## src/rtl/crf_pkg.sv

```systemverilog
package crf_pkg;
  localparam int WORD_W = 32;
  localparam int ADDR_W = 64;
  localparam int CAD_W  = 4;
  localparam int NID_W  = 7;
  localparam int PAY_W  = 20;
  localparam int NUM_CAD = 1 << CAD_W;

  localparam logic [2:0] A_BASE_LO  = 3'd0;
  localparam logic [2:0] A_BASE_HI  = 3'd1;
  localparam logic [2:0] A_WR_PTR   = 3'd2;
  localparam logic [2:0] A_CTRL     = 3'd3;
  localparam logic [2:0] A_LIMIT    = 3'd4;
  localparam logic [2:0] A_IMM_WORD = 3'd5;
  localparam logic [2:0] A_IMM_STAT = 3'd6;

  typedef enum logic [2:0] {
    S_IDLE = 3'd0,
    S_REQ  = 3'd1,
    S_WAIT = 3'd2,
    S_CHK  = 3'd3,
    S_SEND = 3'd4
  } seq_state_t;

  typedef struct packed {
    logic [CAD_W-1:0] cad;
    logic             indirect;
    logic [NID_W-1:0] nid;
    logic [PAY_W-1:0] pay;
  } cmd_word_t;
endpackage

```

## src/rtl/crf_regs.sv

```systemverilog
module crf_regs
  import crf_pkg::*;
#(
  parameter int PTR_W = 8,
  parameter int CNT_W = 8
) (
  input  logic              clk,
  input  logic              rst,
  input  logic              reg_we,
  input  logic [2:0]        reg_addr,
  input  logic [WORD_W-1:0] reg_wdata,
  input  logic              imm_done,
  output logic [ADDR_W-1:0] base,
  output logic [PTR_W-1:0]  wr_ptr,
  output logic              run,
  output logic [CNT_W-1:0]  resp_limit,
  output logic [WORD_W-1:0] imm_word,
  output logic              imm_busy,
  output logic              trigger
);
  logic [WORD_W-1:0] base_lo_q, base_hi_q;
  logic              set_busy;

  assign base = {base_hi_q, base_lo_q};

  logic unused_wdata;
  assign unused_wdata = ^reg_wdata;

  always_ff @(posedge clk) begin
    if (rst) begin
      base_lo_q  <= '0;
      base_hi_q  <= '0;
      wr_ptr     <= '0;
      run        <= 1'b0;
      resp_limit <= '0;
      imm_word   <= '0;
    end else if (reg_we) begin
      case (reg_addr)
        A_BASE_LO:  base_lo_q  <= reg_wdata;
        A_BASE_HI:  base_hi_q  <= reg_wdata;
        A_WR_PTR:   wr_ptr     <= reg_wdata[PTR_W-1:0];
        A_CTRL:     run        <= reg_wdata[0];
        A_LIMIT:    resp_limit <= reg_wdata[CNT_W-1:0];
        A_IMM_WORD: imm_word   <= reg_wdata;
        default: ;
      endcase
    end
  end

  assign set_busy = reg_we && (reg_addr == A_IMM_STAT) && reg_wdata[0];

  always_ff @(posedge clk) begin
    if (rst)           imm_busy <= 1'b0;
    else if (set_busy) imm_busy <= 1'b1;
    else if (imm_done) imm_busy <= 1'b0;
  end

  always_comb begin
    trigger = 1'b0;
    if (reg_we && (reg_addr == A_WR_PTR || reg_addr == A_CTRL ||
                   reg_addr == A_IMM_STAT))
      trigger = 1'b1;
  end

  p_busy_set_r9: assert property (@(posedge clk) disable iff (rst)
    set_busy |=> imm_busy);
endmodule

```

## src/rtl/crf_decode.sv

```systemverilog
module crf_decode
  import crf_pkg::*;
(
  input  logic [WORD_W-1:0]  word,
  input  logic [NUM_CAD-1:0] codec_present,
  output logic [CAD_W-1:0]   cad,
  output logic [NID_W-1:0]   nid,
  output logic [PAY_W-1:0]   pay,
  output logic               fwd_ok
);
  cmd_word_t w;
  assign w   = cmd_word_t'(word);
  assign cad = w.cad;
  assign nid = w.nid;
  assign pay = w.pay;

  always_comb begin
    fwd_ok = 1'b1;
    if (w.indirect)           fwd_ok = 1'b0;
    if (!codec_present[w.cad]) fwd_ok = 1'b0;
  end
endmodule

```

## src/rtl/crf_seq.sv

```systemverilog
module crf_seq
  import crf_pkg::*;
#(
  parameter int PTR_W = 8,
  parameter int CNT_W = 8
) (
  input  logic              clk,
  input  logic              rst,
  input  logic              trigger,
  input  logic              run,
  input  logic [PTR_W-1:0]  wr_ptr,
  input  logic [ADDR_W-1:0] base,
  input  logic [CNT_W-1:0]  resp_count,
  input  logic [CNT_W-1:0]  resp_limit,
  input  logic              imm_busy,
  input  logic [WORD_W-1:0] imm_word,
  output logic              imm_done,
  output logic              mem_req_valid,
  output logic [ADDR_W-1:0] mem_req_addr,
  input  logic              mem_req_ready,
  input  logic              mem_rsp_valid,
  input  logic [WORD_W-1:0] mem_rsp_data,
  output logic [WORD_W-1:0] word,
  input  logic              fwd_ok,
  input  logic [CAD_W-1:0]  dec_cad,
  input  logic [NID_W-1:0]  dec_nid,
  input  logic [PAY_W-1:0]  dec_pay,
  output logic              cmd_valid,
  input  logic              cmd_ready,
  output logic [CAD_W-1:0]  cmd_cad,
  output logic [NID_W-1:0]  cmd_nid,
  output logic [PAY_W-1:0]  cmd_payload,
  output logic              cmd_imm,
  output logic [PTR_W-1:0]  rd_ptr
);
  localparam int OFS_W = PTR_W + 2;

  seq_state_t       state;
  logic             kick_q;
  logic             src_imm_q;
  logic [PTR_W-1:0] rp_nxt;
  logic             empty, at_limit, blocked, idle;

  assign rp_nxt   = rd_ptr + 1'b1;
  assign empty    = (rd_ptr == wr_ptr);
  assign at_limit = (resp_count == resp_limit);
  assign idle     = (state == S_IDLE);
  assign blocked  = !imm_busy && (!run || empty || at_limit);
  assign imm_done = (state == S_CHK) && src_imm_q;

  always_ff @(posedge clk) begin
    if (rst) kick_q <= 1'b0;
    else     kick_q <= trigger | (kick_q & ~(idle & blocked));
  end

  always_ff @(posedge clk) begin
    if (rst) begin
      state         <= S_IDLE;
      rd_ptr        <= '0;
      src_imm_q     <= 1'b0;
      word          <= '0;
      mem_req_valid <= 1'b0;
      mem_req_addr  <= '0;
      cmd_valid     <= 1'b0;
      cmd_cad       <= '0;
      cmd_nid       <= '0;
      cmd_payload   <= '0;
      cmd_imm       <= 1'b0;
    end else begin
      case (state)
        S_IDLE: begin
          if (kick_q) begin
            if (imm_busy) begin
              word      <= imm_word;
              src_imm_q <= 1'b1;
              state     <= S_CHK;
            end else if (run && !empty && !at_limit) begin
              rd_ptr        <= rp_nxt;
              mem_req_valid <= 1'b1;
              mem_req_addr  <= base + ADDR_W'({rp_nxt, 2'b00});
              src_imm_q     <= 1'b0;
              state         <= S_REQ;
            end
          end
        end
        S_REQ: begin
          if (mem_req_ready) begin
            mem_req_valid <= 1'b0;
            state         <= S_WAIT;
          end
        end
        S_WAIT: begin
          if (mem_rsp_valid) begin
            word  <= mem_rsp_data;
            state <= S_CHK;
          end
        end
        S_CHK: begin
          if (fwd_ok) begin
            cmd_valid   <= 1'b1;
            cmd_cad     <= dec_cad;
            cmd_nid     <= dec_nid;
            cmd_payload <= dec_pay;
            cmd_imm     <= src_imm_q;
            state       <= S_SEND;
          end else begin
            state <= S_IDLE;
          end
        end
        S_SEND: begin
          if (cmd_ready) begin
            cmd_valid <= 1'b0;
            state     <= S_IDLE;
          end
        end
        default: state <= S_IDLE;
      endcase
    end
  end

  logic unused_ofs;
  assign unused_ofs = (OFS_W == 0);

  p_no_fetch_empty_r2: assert property (@(posedge clk) disable iff (rst)
    $rose(mem_req_valid) |-> $past(rd_ptr != wr_ptr));
  p_ptr_step_r3: assert property (@(posedge clk) disable iff (rst)
    $rose(mem_req_valid) |-> rd_ptr == PTR_W'($past(rd_ptr) + 1'b1));
  p_run_gate_r7: assert property (@(posedge clk) disable iff (rst)
    $rose(mem_req_valid) |-> $past(run));
  p_limit_gate_r8: assert property (@(posedge clk) disable iff (rst)
    $rose(mem_req_valid) |-> $past(resp_count != resp_limit));
  p_imm_first_r9: assert property (@(posedge clk) disable iff (rst)
    $rose(mem_req_valid) |-> !$past(imm_busy));
  p_hold_cmd_r11: assert property (@(posedge clk) disable iff (rst)
    cmd_valid && !cmd_ready |=> cmd_valid &&
      $stable({cmd_cad, cmd_nid, cmd_payload, cmd_imm}));
  p_single_r11: assert property (@(posedge clk) disable iff (rst)
    cmd_valid |-> !mem_req_valid);
endmodule

```

## src/rtl/cmd_ring_fetch.sv

```systemverilog
module cmd_ring_fetch
  import crf_pkg::*;
#(
  parameter int PTR_W = 8,
  parameter int CNT_W = 8
) (
  input  logic                    clk,
  input  logic                    rst,
  input  logic                    reg_we,
  input  logic [2:0]              reg_addr,
  input  logic [31:0]             reg_wdata,
  input  logic [15:0]             codec_present,
  input  logic [CNT_W-1:0]        resp_count,
  output logic                    mem_req_valid,
  output logic [63:0]             mem_req_addr,
  input  logic                    mem_req_ready,
  input  logic                    mem_rsp_valid,
  input  logic [31:0]             mem_rsp_data,
  output logic                    cmd_valid,
  input  logic                    cmd_ready,
  output logic [3:0]              cmd_cad,
  output logic [6:0]              cmd_nid,
  output logic [19:0]             cmd_payload,
  output logic                    cmd_imm,
  output logic [PTR_W-1:0]        rd_ptr,
  output logic                    imm_busy
);
  logic [ADDR_W-1:0] base;
  logic [PTR_W-1:0]  wr_ptr;
  logic              run, trigger, imm_done, fwd_ok;
  logic [CNT_W-1:0]  resp_limit;
  logic [WORD_W-1:0] imm_word, word;
  logic [CAD_W-1:0]  dec_cad;
  logic [NID_W-1:0]  dec_nid;
  logic [PAY_W-1:0]  dec_pay;

  crf_regs #(.PTR_W(PTR_W), .CNT_W(CNT_W)) u_regs (
    .clk(clk), .rst(rst), .reg_we(reg_we), .reg_addr(reg_addr),
    .reg_wdata(reg_wdata), .imm_done(imm_done), .base(base),
    .wr_ptr(wr_ptr), .run(run), .resp_limit(resp_limit),
    .imm_word(imm_word), .imm_busy(imm_busy), .trigger(trigger)
  );

  crf_decode u_dec (
    .word(word), .codec_present(codec_present), .cad(dec_cad),
    .nid(dec_nid), .pay(dec_pay), .fwd_ok(fwd_ok)
  );

  crf_seq #(.PTR_W(PTR_W), .CNT_W(CNT_W)) u_seq (
    .clk(clk), .rst(rst), .trigger(trigger), .run(run), .wr_ptr(wr_ptr),
    .base(base), .resp_count(resp_count), .resp_limit(resp_limit),
    .imm_busy(imm_busy), .imm_word(imm_word), .imm_done(imm_done),
    .mem_req_valid(mem_req_valid), .mem_req_addr(mem_req_addr),
    .mem_req_ready(mem_req_ready), .mem_rsp_valid(mem_rsp_valid),
    .mem_rsp_data(mem_rsp_data), .word(word), .fwd_ok(fwd_ok),
    .dec_cad(dec_cad), .dec_nid(dec_nid), .dec_pay(dec_pay),
    .cmd_valid(cmd_valid), .cmd_ready(cmd_ready), .cmd_cad(cmd_cad),
    .cmd_nid(cmd_nid), .cmd_payload(cmd_payload), .cmd_imm(cmd_imm),
    .rd_ptr(rd_ptr)
  );

  p_reset_quiet_r1: assert property (@(posedge clk)
    $past(rst) |-> !cmd_valid && !mem_req_valid && rd_ptr == '0);
endmodule

```

## config.mk

```make
export PLATFORM = sky130hd
export DESIGN_NAME = cmd_ring_fetch
export DESIGN_NICKNAME = d
export VERILOG_FILES = /design/src/rtl/crf_pkg.sv /design/src/rtl/crf_regs.sv /design/src/rtl/crf_decode.sv /design/src/rtl/crf_seq.sv /design/src/rtl/cmd_ring_fetch.sv
export SDC_FILE = /design/constraint.sdc
export NUM_CORES = 1
export LEC_CHECK = 0
export ABC_CLOCK_PERIOD_IN_PS = 8800
export CORE_UTILIZATION = 45
export DETAILED_ROUTE_END_ITERATION = 12
export GPL_TIMING_DRIVEN = 0
export PLACE_DENSITY_LB_ADDON = 0.1
export REMOVE_ABC_BUFFERS = 1
export SETUP_SLACK_MARGIN = 0.05
export SYNTH_ARGS = -nofsm -noshare
export SYNTH_HDL_FRONTEND = slang
export SYNTH_SLANG_ARGS = --single-unit
export TNS_END_PERCENT = 10
```

## constraint.sdc

```tcl
create_clock -name clk -period 8.8 [get_ports clk]
set_clock_uncertainty 0.2 [all_clocks]
set_input_delay 1.76 -clock clk [delete_from_list [all_inputs] [get_ports clk]]
set_output_delay 1.76 -clock clk [all_outputs]
set_load 0.02 [all_outputs]
```

==> results.ini <==
[status]
status = finished, final reports clean

[detailed_routing]
vias = 9823
remaining_drc_errors = 0
wire_per_inst_um = 17.1
drt_first_pass_iters = 5
post_drt_via_cell_ratio = 5.35
drtAntennaViolNets = 0
wirelength_um = 31500
drt-initial-drc-count = 633

[timing]
maxSlewHeadroom_pct = 17.4
rsz0062_at_grt = no
tightest_slew_ns = 1.24
setup_viol = 0
period_share_pct = 47.9
slew_violations = 0
layout_min_cycle_time_ns = 4.22
fmax_ghz = 0.237
tns_ns = 0
report.final.hold_viol_count = 0

[logic_synthesis]
netlist_instances = 1328
synth_cell_types = 59
synth_area_um2 = 11300
synth_top_cell_area_share_pct = 45.7
ys_seq_elements = 257
synth.most_common_cell = dfxtp_1
synthTopCellsByArea = dfxtp_1 (46%), nand2_1 (7.9%), mux2i_1 (7.6%), nor2_1 (5.4%), a21oi_1 (5.3%)
synthTopCellsByCount = dfxtp_1 (257), nand2_1 (236), nor2_1 (163)
yosys.area.top_type = dfxtp_1
ys.flop_type = dfxtp_1
syn_area_per_cell_um2 = 8.48
yosys_warnings = 0
synth_edf_count = 0
synth.yosys.seq_area_share_pct = 45.7
async_flop_share_pct = 0

[pwr]
p_per_area_nw_per_um2 = 182
ir_worst_vdd_v = 0.000113
p_leak_nw = 4.63

[layout]
antenna_cells = 0
multiInputGateArea_um2 = 5750
areaGrowthSynthToFinish_pct = 31.1
nNetsFinal = 1598
final_cell_area_um2 = 14800
final_util_pct = 60.4
fillerInstances = 2177
final_layout_size_suffix_gt1_share_pct = 6.68
ff_latch_area_um2 = 5140

[cts]
clk_latency_ns = 0.54
clk_path_buf_depth = 3
numCtsBuffers = 28
cts_resized = 0
cts_root_buf = clkbuf_16
clk_pin_slew_worst_paths_ns = 0.06
cts_setup_buffers = 0
ctsHoldBuffers = 0
htreeDepth = 1
cts.sinks = 257
cts_tree = built

[die]
dieArea_um2 = 25700
num_rows = 57
initial_core_util_pct = 46.0
core_area_um2 = 24500
die_w_um = 160
die_y_um = 160
ios = 204

[global_route]
grt_pass1_vias = 9056
grt.overflow.total = 0
grt.total_usage_pct = 23.9
grt_max_degree = 139
grt_pass1_wl_um = 49600
antenna_found_initial = 0

[place]
gp_congestion = 0.807
placed_area_um2 = 13700
dp_hpwl_um = 21800
io_buffers = 203

[critical_path]
cp-start-kind = input port
end_kind = flop
crit_type = in -> reg
cp_max_fo = 20
r2r_setup_slack_ns = 4.67
arrival_ns = 4.44
required_ns = 9.03

[job]
max-cap-violations = 0

[hold_path]
hp-class = reg -> reg

==> final timing paths <==
path	startpoint	to	depth (start not counted)
worst min-delay path	u_regs.imm_word[19]	u_regs.imm_word[19]	2
worst min register to register	u_regs.imm_word[19]	u_regs.imm_word[19]	2
worst max register to register	u_seq.rd_ptr[2]	u_seq.mem_req_addr[39]	11
worst max-delay path	resp_count[1]	u_seq.mem_req_addr[51]	10
==> layer usage <==
layer / up-vias / share of wire (%) / GRT usage, %
li1: 4965 / - / -
met2: 267 / 44 / 36.9
met4: 0 / 1.5 / 5.11
met5: - / 0 / 0
met1: 4553 / 49 / 35.3
met3: 38 / 5.7 / 3.43
==> state kept, by name, summed over array words and instances, names as in the netlist, 7 cells and up <==
register and count:
u_regs.imm_word 32, u_seq.rd_ptr 8, u_regs.wr_ptr 8, u_seq.cmd_payload 20
u_regs.base_hi_q 32, u_seq.word 32, u_regs.base_lo_q 32, u_seq.cmd_nid 7
u_seq.mem_req_addr 64, u_regs.resp_limit 8
==> worst max-delay path: stages <==
cell and delay [ns]:
clkdlybuf4s50_1 0.43, xnor2_1 0.13, nand4_1 0.09, o21ai_0 0.22
nor4_4 0.83, buf_6 0.29, buf_8 0.19, buf_8 0.16
o41ai_1 0.08, o221a_2 0.23
==> area by class of cell <==
| class | count | area share, % |
|---|---|---|
| sequential | 257 | 34.8 |
| multi-input combinational | 965 | 38.9 |
| inverter | 12 | 0.305 |
| timing repair buffer | 227 | 15.9 |
| tap | 324 | 2.74 |
| clock inverter | 15 | 1.89 |
| clock buffer | 36 | 5.43 |
==> power breakdown <==
part           leakage [nW]  internal (mW)  switching, mW
Sequential             2.07           1.18         0.0117
Combinational          2.02         0.0629         0.0703
Clock                 0.536          0.874          0.487
Total                  4.63           2.11          0.569
==> cell usage in the layout (no fill, tap or decap), types with 8 or more instances in the layout <==
master and instances:
buf_6 10, clkdlybuf4s50_1 202, bufinv_16 8, nand4_1 19, mux2i_1 85, xor2_1 9
nor3_1 21, dfxtp_1 257, ha_1 9, nor4_1 15, nand3_1 30, a21oi_1 119
a211oi_1 73, inv_1 12, clkbuf_16 29, xnor2_1 58, o21ai_0 14, nor2_1 161
nand2_1 236
==> through the flow <==
stage	total power [mW]	cells	hold slack, ns	setup slack, ns
5_1_grt	2.77	1836	0.270	4.34
4_1_cts	2.71	1836	0.254	4.59
3_5_place_dp	1.35	1785	0.246	4.04
3_3_place_gp	1.34	1761	0.242	-3.38
2_1_floorplan	1.25	1234	0.230	0.163
6_report	2.68	1836	0.253	4.58
==> cell families after synthesis <==
logic type / after synthesis / synth area share [%]
simple gates: 538 / 21.0
compound gates: 259 / 14.8
flops: 257 / 45.7
buf+inv: 106 / 3.64
mux: 91 / 8.55
xor+xnor: 67 / 5.21
fa+ha+maj: 10 / 1.18
(Power assumes the default switching activity.)
